--- config.mk ---
export PLATFORM = sky130hd
export DESIGN_NAME = cascade_irq_ctrl
export DESIGN_NICKNAME = d
export VERILOG_FILES = /design/src/rtl/cascade_irq_ctrl.sv
export SDC_FILE = /design/constraint.sdc
export NUM_CORES = 1
export LEC_CHECK = 0
export ABC_AREA = 0
export BUFFER_PORTS_ARGS = -buffer_cell sky130_fd_sc_hd__buf_2
export CORE_MARGIN = 8
export CORE_UTILIZATION = 51
export DETAILED_ROUTE_END_ITERATION = 8
export PLACE_DENSITY = 0.73
export SETUP_SLACK_MARGIN = 0.05
export SYNTH_ARGS = -nofsm -noshare
export SYNTH_HDL_FRONTEND = slang
export SYNTH_SLANG_ARGS = --single-unit
--- constraint.sdc ---
create_clock -name clk -period 1.85 [get_ports clk]
set_input_delay 0.0925 -clock clk [delete_from_list [all_inputs] [get_ports clk]]
set_output_delay 0.0925 -clock clk [all_outputs]
set_load 0.005 [all_outputs]
--- src/rtl/cascade_irq_ctrl.sv ---
module cascade_irq_ctrl (
  input  logic       clk,
  input  logic       rst_n,
  input  logic       wr_en,
  input  logic       addr_odd,
  input  logic [7:0] wr_data,
  output logic [7:0] rd_data,
  input  logic [7:0] irq_in,
  output logic       int_out,
  input  logic       ack,
  output logic       vec_valid,
  output logic [7:0] vec_out,
  input  logic       slave_role,
  input  logic [2:0] cas_in,
  output logic [2:0] cas_out,
  output logic       cas_drive
);
  typedef enum logic [1:0] {ST_RUN, ST_BASE, ST_CAS, ST_MODE} seq_t;

  seq_t       seq;
  logic [7:0] irr, isr, imr, prev_in, cas_cfg, aeoi_clr;
  logic [4:0] base;
  logic       cfg_level, cfg_single, cfg_w4, cfg_aeoi, sel_isr;

  logic [7:0] pend;
  logic [2:0] win_idx, top_idx;
  logic       found, stop, top_found;

  assign pend = irr & ~imr;

  always_comb begin
    found = 1'b0; stop = 1'b0; win_idx = 3'd0;
    for (int i = 0; i < 8; i++) begin
      if (!stop) begin
        if (isr[i]) stop = 1'b1;
        else if (pend[i]) begin found = 1'b1; win_idx = 3'(i); stop = 1'b1; end
      end
    end
  end

  always_comb begin
    top_found = 1'b0; top_idx = 3'd0;
    for (int i = 7; i >= 0; i--)
      if (isr[i]) begin top_found = 1'b1; top_idx = 3'(i); end
  end

  logic       win_cas, selected, take, wr_even, icw1, ocw2, ocw3;
  logic [7:0] win_hot, eoi_clr, irr_nx;

  assign win_hot   = 8'(1) << win_idx;
  assign win_cas   = !cfg_single && !slave_role && cas_cfg[win_idx];
  assign selected  = !slave_role || cfg_single || (cas_in == cas_cfg[2:0]);
  assign take      = ack && selected && (seq == ST_RUN);
  assign int_out   = found;
  assign cas_out   = win_idx;
  assign cas_drive = take && found && win_cas;

  assign wr_even = wr_en && !addr_odd;
  assign icw1    = wr_even && wr_data[4];
  assign ocw2    = wr_even && !wr_data[4] && !wr_data[3];
  assign ocw3    = wr_even && !wr_data[4] && wr_data[3];

  always_comb begin
    eoi_clr = 8'h00;
    if (ocw2 && wr_data[7:5] == 3'b011) eoi_clr = 8'(1) << wr_data[2:0];
    if (ocw2 && wr_data[7:5] == 3'b001 && top_found) eoi_clr = 8'(1) << top_idx;
  end

  always_comb begin
    irr_nx = cfg_level ? irq_in : ((irr | (irq_in & ~prev_in)) & irq_in);
    if (take && found) irr_nx = irr_nx & ~win_hot;
  end

  assign rd_data = addr_odd ? imr : (sel_isr ? isr : irr);

  always_ff @(posedge clk) begin
    if (!rst_n) begin
      seq <= ST_RUN; irr <= '0; isr <= '0; imr <= 8'hFF; prev_in <= '0;
      cas_cfg <= '0; aeoi_clr <= '0; base <= '0;
      cfg_level <= 1'b0; cfg_single <= 1'b0; cfg_w4 <= 1'b0; cfg_aeoi <= 1'b0;
      sel_isr <= 1'b0; vec_valid <= 1'b0; vec_out <= '0;
    end else begin
      prev_in   <= irq_in;
      vec_valid <= take && !(found && win_cas);
      vec_out   <= {base, found ? win_idx : 3'd7};
      aeoi_clr  <= (take && found && cfg_aeoi) ? win_hot : 8'h00;
      if (icw1) begin
        seq <= ST_BASE; irr <= '0; isr <= '0; imr <= '0; sel_isr <= 1'b0;
        aeoi_clr <= '0; cfg_aeoi <= 1'b0;
        cfg_level <= wr_data[3]; cfg_single <= wr_data[1]; cfg_w4 <= wr_data[0];
      end else begin
        irr <= irr_nx;
        isr <= (isr & ~eoi_clr & ~aeoi_clr) | ((take && found) ? win_hot : 8'h00);
        if (ocw3 && wr_data[1]) sel_isr <= wr_data[0];
        if (wr_en && addr_odd) begin
          case (seq)
            ST_BASE: begin
              base <= wr_data[7:3];
              seq  <= !cfg_single ? ST_CAS : (cfg_w4 ? ST_MODE : ST_RUN);
            end
            ST_CAS: begin
              cas_cfg <= wr_data;
              seq     <= cfg_w4 ? ST_MODE : ST_RUN;
            end
            ST_MODE: begin
              cfg_aeoi <= wr_data[1];
              seq      <= ST_RUN;
            end
            default: imr <= wr_data;
          endcase
        end
      end
    end
  end
endmodule


==> metrics.yaml <==
slew_headroom_pct: 55.7
syn_to_final_growth_pct: 40.7
period_share_pct: 131
overflow: 0
grt_pass1_wl_um: 17100
vdd_drop_max_uv: 550
ys_types: 58
ioPinCount: 47
final_util_pct: 73.6
violations: "setup timing"
tightest_slew_ps: 647
ys_async_sr_fraction_pct: 0
min_path_type: "input pin to register"
route.detailed.drc: 0
power_frac_seq_pct: 44.4
cts_tree: "yes"
drive_above_1_share_pct: 35.9
clkSinkCount: 69
synthTopCellsByArea: "dfxtp_1 (42%), mux2i_1 (7.0%), nand2_1 (5.3%), nor2b_1 (3.8%), and2_1 (3.6%)"
insertion_delay_ps: 350
cp_cell_sequence: "or4b_4, o21ai_4, and4_4, nor2_2, inv_2, o211ai_2, a22oi_2, nor2b_1, buf_2"
cts_made_buffers: 9
die-area_mm2: 0.00931
startpoint: "isr[6]$_SDFF_PP0_"
synth_common_cells: "dfxtp_1 (69), nand2_1 (47), nor2_1 (31)"
post-dp-hpwl_um: 7710
max-clock-path-buffers: 2
critPathArrivalTime_ps: 2330
grt_antenna_before_repair: 0
holdWs_ps: 36.1
ys_ff_latch: 69
numPortBuffers: 46
yosysWarnings: 0
status: "finished with violations"
p_switching_mw: 0.943
track_usage_pct: 24.5
firstDrtPassIters: 5
path_class: "register to output pin"
power_density_mw_per_mm2: 766
slowest_delay_ps: 540
final_net_count: 532
synth_area_leader_cell: "dfxtp_1"
synth.avg_cell_area_um2: 8.61
max_freq_mhz: 412
final-hold-violation-count: 0
cp_slowest_cell: "or4b_4"
critical_path_buf_inv_count: 2
first_iter_violations: 245
p_leak_nw: 2.06
mappedNetlistArea_mm2: 0.00330
wl_um: 11000
path_clk_slew_ps: 80
synth_ff_type: "dfxtp_1"
setup_slack_ps: -576
finalPower_mw: 3.56
seq_area_frac_synth_pct: 41.8
cap_violations: 0
syn-num-nets: 414
die_w_um: 96.5
ant_nets: 0
yosys.cell_count.top_type: "dfxtp_1"
n_antenna_cell: 0
r2r-start: "isr[6]$_SDFF_PP0_"
grt_max_degree: 32
h-tree-depth: 3
placementRows: 29
fin_crit_ps: 2430
rsz0062_at_grt: "yes"
netlist_instances: 384
combPwrFrac_pct: 17.3
worstHoldStart: "rst_n"
start_kind: "register"
cp.required_ps: 1760
wire_per_inst_um: 18.9
cts-root-buf: "clkbuf_8"
die_h_um: 96.5
switching_share_pct: 26.5
vias: 3340
path_delay_family: "simple AND/OR/NAND/NOR gates"
internal_power_mw: 2.62
via_per_inst: 5.72
synth_top_area_share_pct: 41.8
clock_skew_ps: 8.59
setup_viol: 24
slew_violations: 0
cp_max_fo: 4
grt_pass1_vias: 3409
p_clk_share_pct: 38.3
coreArea_mm2: 0.00631
finalSetupTns_ps: -4020
start_util_pct: 52.3
gp_congestion: 1.00
synth-edff-count: 0
worst_setup_path_end_kind: "output pin"
sequential cells by signal, summed over array words and instances (netlist names):
name / count
cas_cfg: 8
base: 5
seq: 2
vec_out: 8
cfg_single: 1
prev_in: 8
cfg_aeoi: 1
cfg_w4: 1
imr: 8
aeoi_clr: 8
cfg_level: 1
sel_isr: 1
irr: 8
vec_valid: 1
isr: 8
cell type report:
| class | count | area [um^2] |
|---|---|---|
| multi-input cells | 287 | 2030 |
| fillers | 456 | 1670 |
| flip-flops and latches | 69 | 1400 |
| repair buffers | 121 | 853 |
| clock buffers | 11 | 131 |
| well taps | 77 | 96.3 |
| clock inverters | 5 | 85.1 |
| inverters | 14 | 57.6 |
kinds of logic after synthesis:
| logic type | count (synthesis) | share of synthesized area [%] |
|---|---|---|
| buffers and inverters | 28 | 3.33 |
| muxes | 23 | 6.97 |
| xor gates and xnor gates | 3 | 0.795 |
| adders and majority gates | 5 | 1.89 |
| and+or+nand+nor | 188 | 31.1 |
| AOI/OAI and AO/OA | 68 | 14.1 |
| DFF | 69 | 41.8 |
placed cells by master, fill, tap and decap left out, drive strengths merged, types with 13 or more instances in the layout:
cell type  Yosys  final
and2          20     20
buf            0    113
dfxtp         69     69
inv           13     13
mux2i         23     23
nand2         47     47
nand3         18     18
nor2          33     33
nor2b         21     21
o21ai         20     20
worst reg2reg max path, delay by kind of cell, from the launching register on:
kind                   cells  cell delay, ps
AO/OA/AOI/OAI              3             490
buffers and inverters      1             140
flip-flops                 1             370
AND/OR/NAND/NOR            4            1010
metal layers:
layer	share of wire (%)	wire length (um)	track usage, %	up-vias
li1	-	-	-	1585
met5	0	0	0	-
met3	5.4	594	3.79	39
met1	45	4940	30.4	1578
met2	46	5050	39.3	138
met4	4.0	439	14.9	0
stage by stage:
step                setup WS [ps]  instances  instance area [um^2]
detailed placement           -179        553                  4080
finish                       -576        584                  4650
global route                 -635        584                  4650
global placement             -139        553                  4080
CTS                          -521        582                  4560
floorplan                    16.9        384                  3350
power by group through the flow:
stage	sequential (mW)	clock, mW	combinational (mW)
2_1_floorplan	1.61	0	0.245
3_3_place_gp	1.61	0	0.489
3_5_place_dp	1.61	0	0.495
4_1_cts	1.58	1.37	0.576
5_1_grt	1.59	1.44	0.661
6_report	1.58	1.36	0.617
repair_timing:
action / 4_1_cts / 5_1_grt
pin swaps: 20 / 4
endpoints found under the hold margin: 10 / 0
hold buffers: 8 / 0
gates resized for setup: 37 / 21
buffers inserted: 7 / 3
setup endpoints to repair: 24 / 26
final timing paths:
| kind | to | slack, ps | cells after the start |
|---|---|---|---|
| hold / removal | imr[7]$_SDFFE_PN1P_ | 40 | 2 |
| setup / recovery | cas_drive | -580 | 9 |
| setup reg to reg | isr[0]$_SDFF_PP0_ | -250 | 8 |
| hold reg to reg | vec_out[3]$_SDFF_PN0_ | 460 | 1 |
Note: power is estimated with default switching activity, not from simulation.
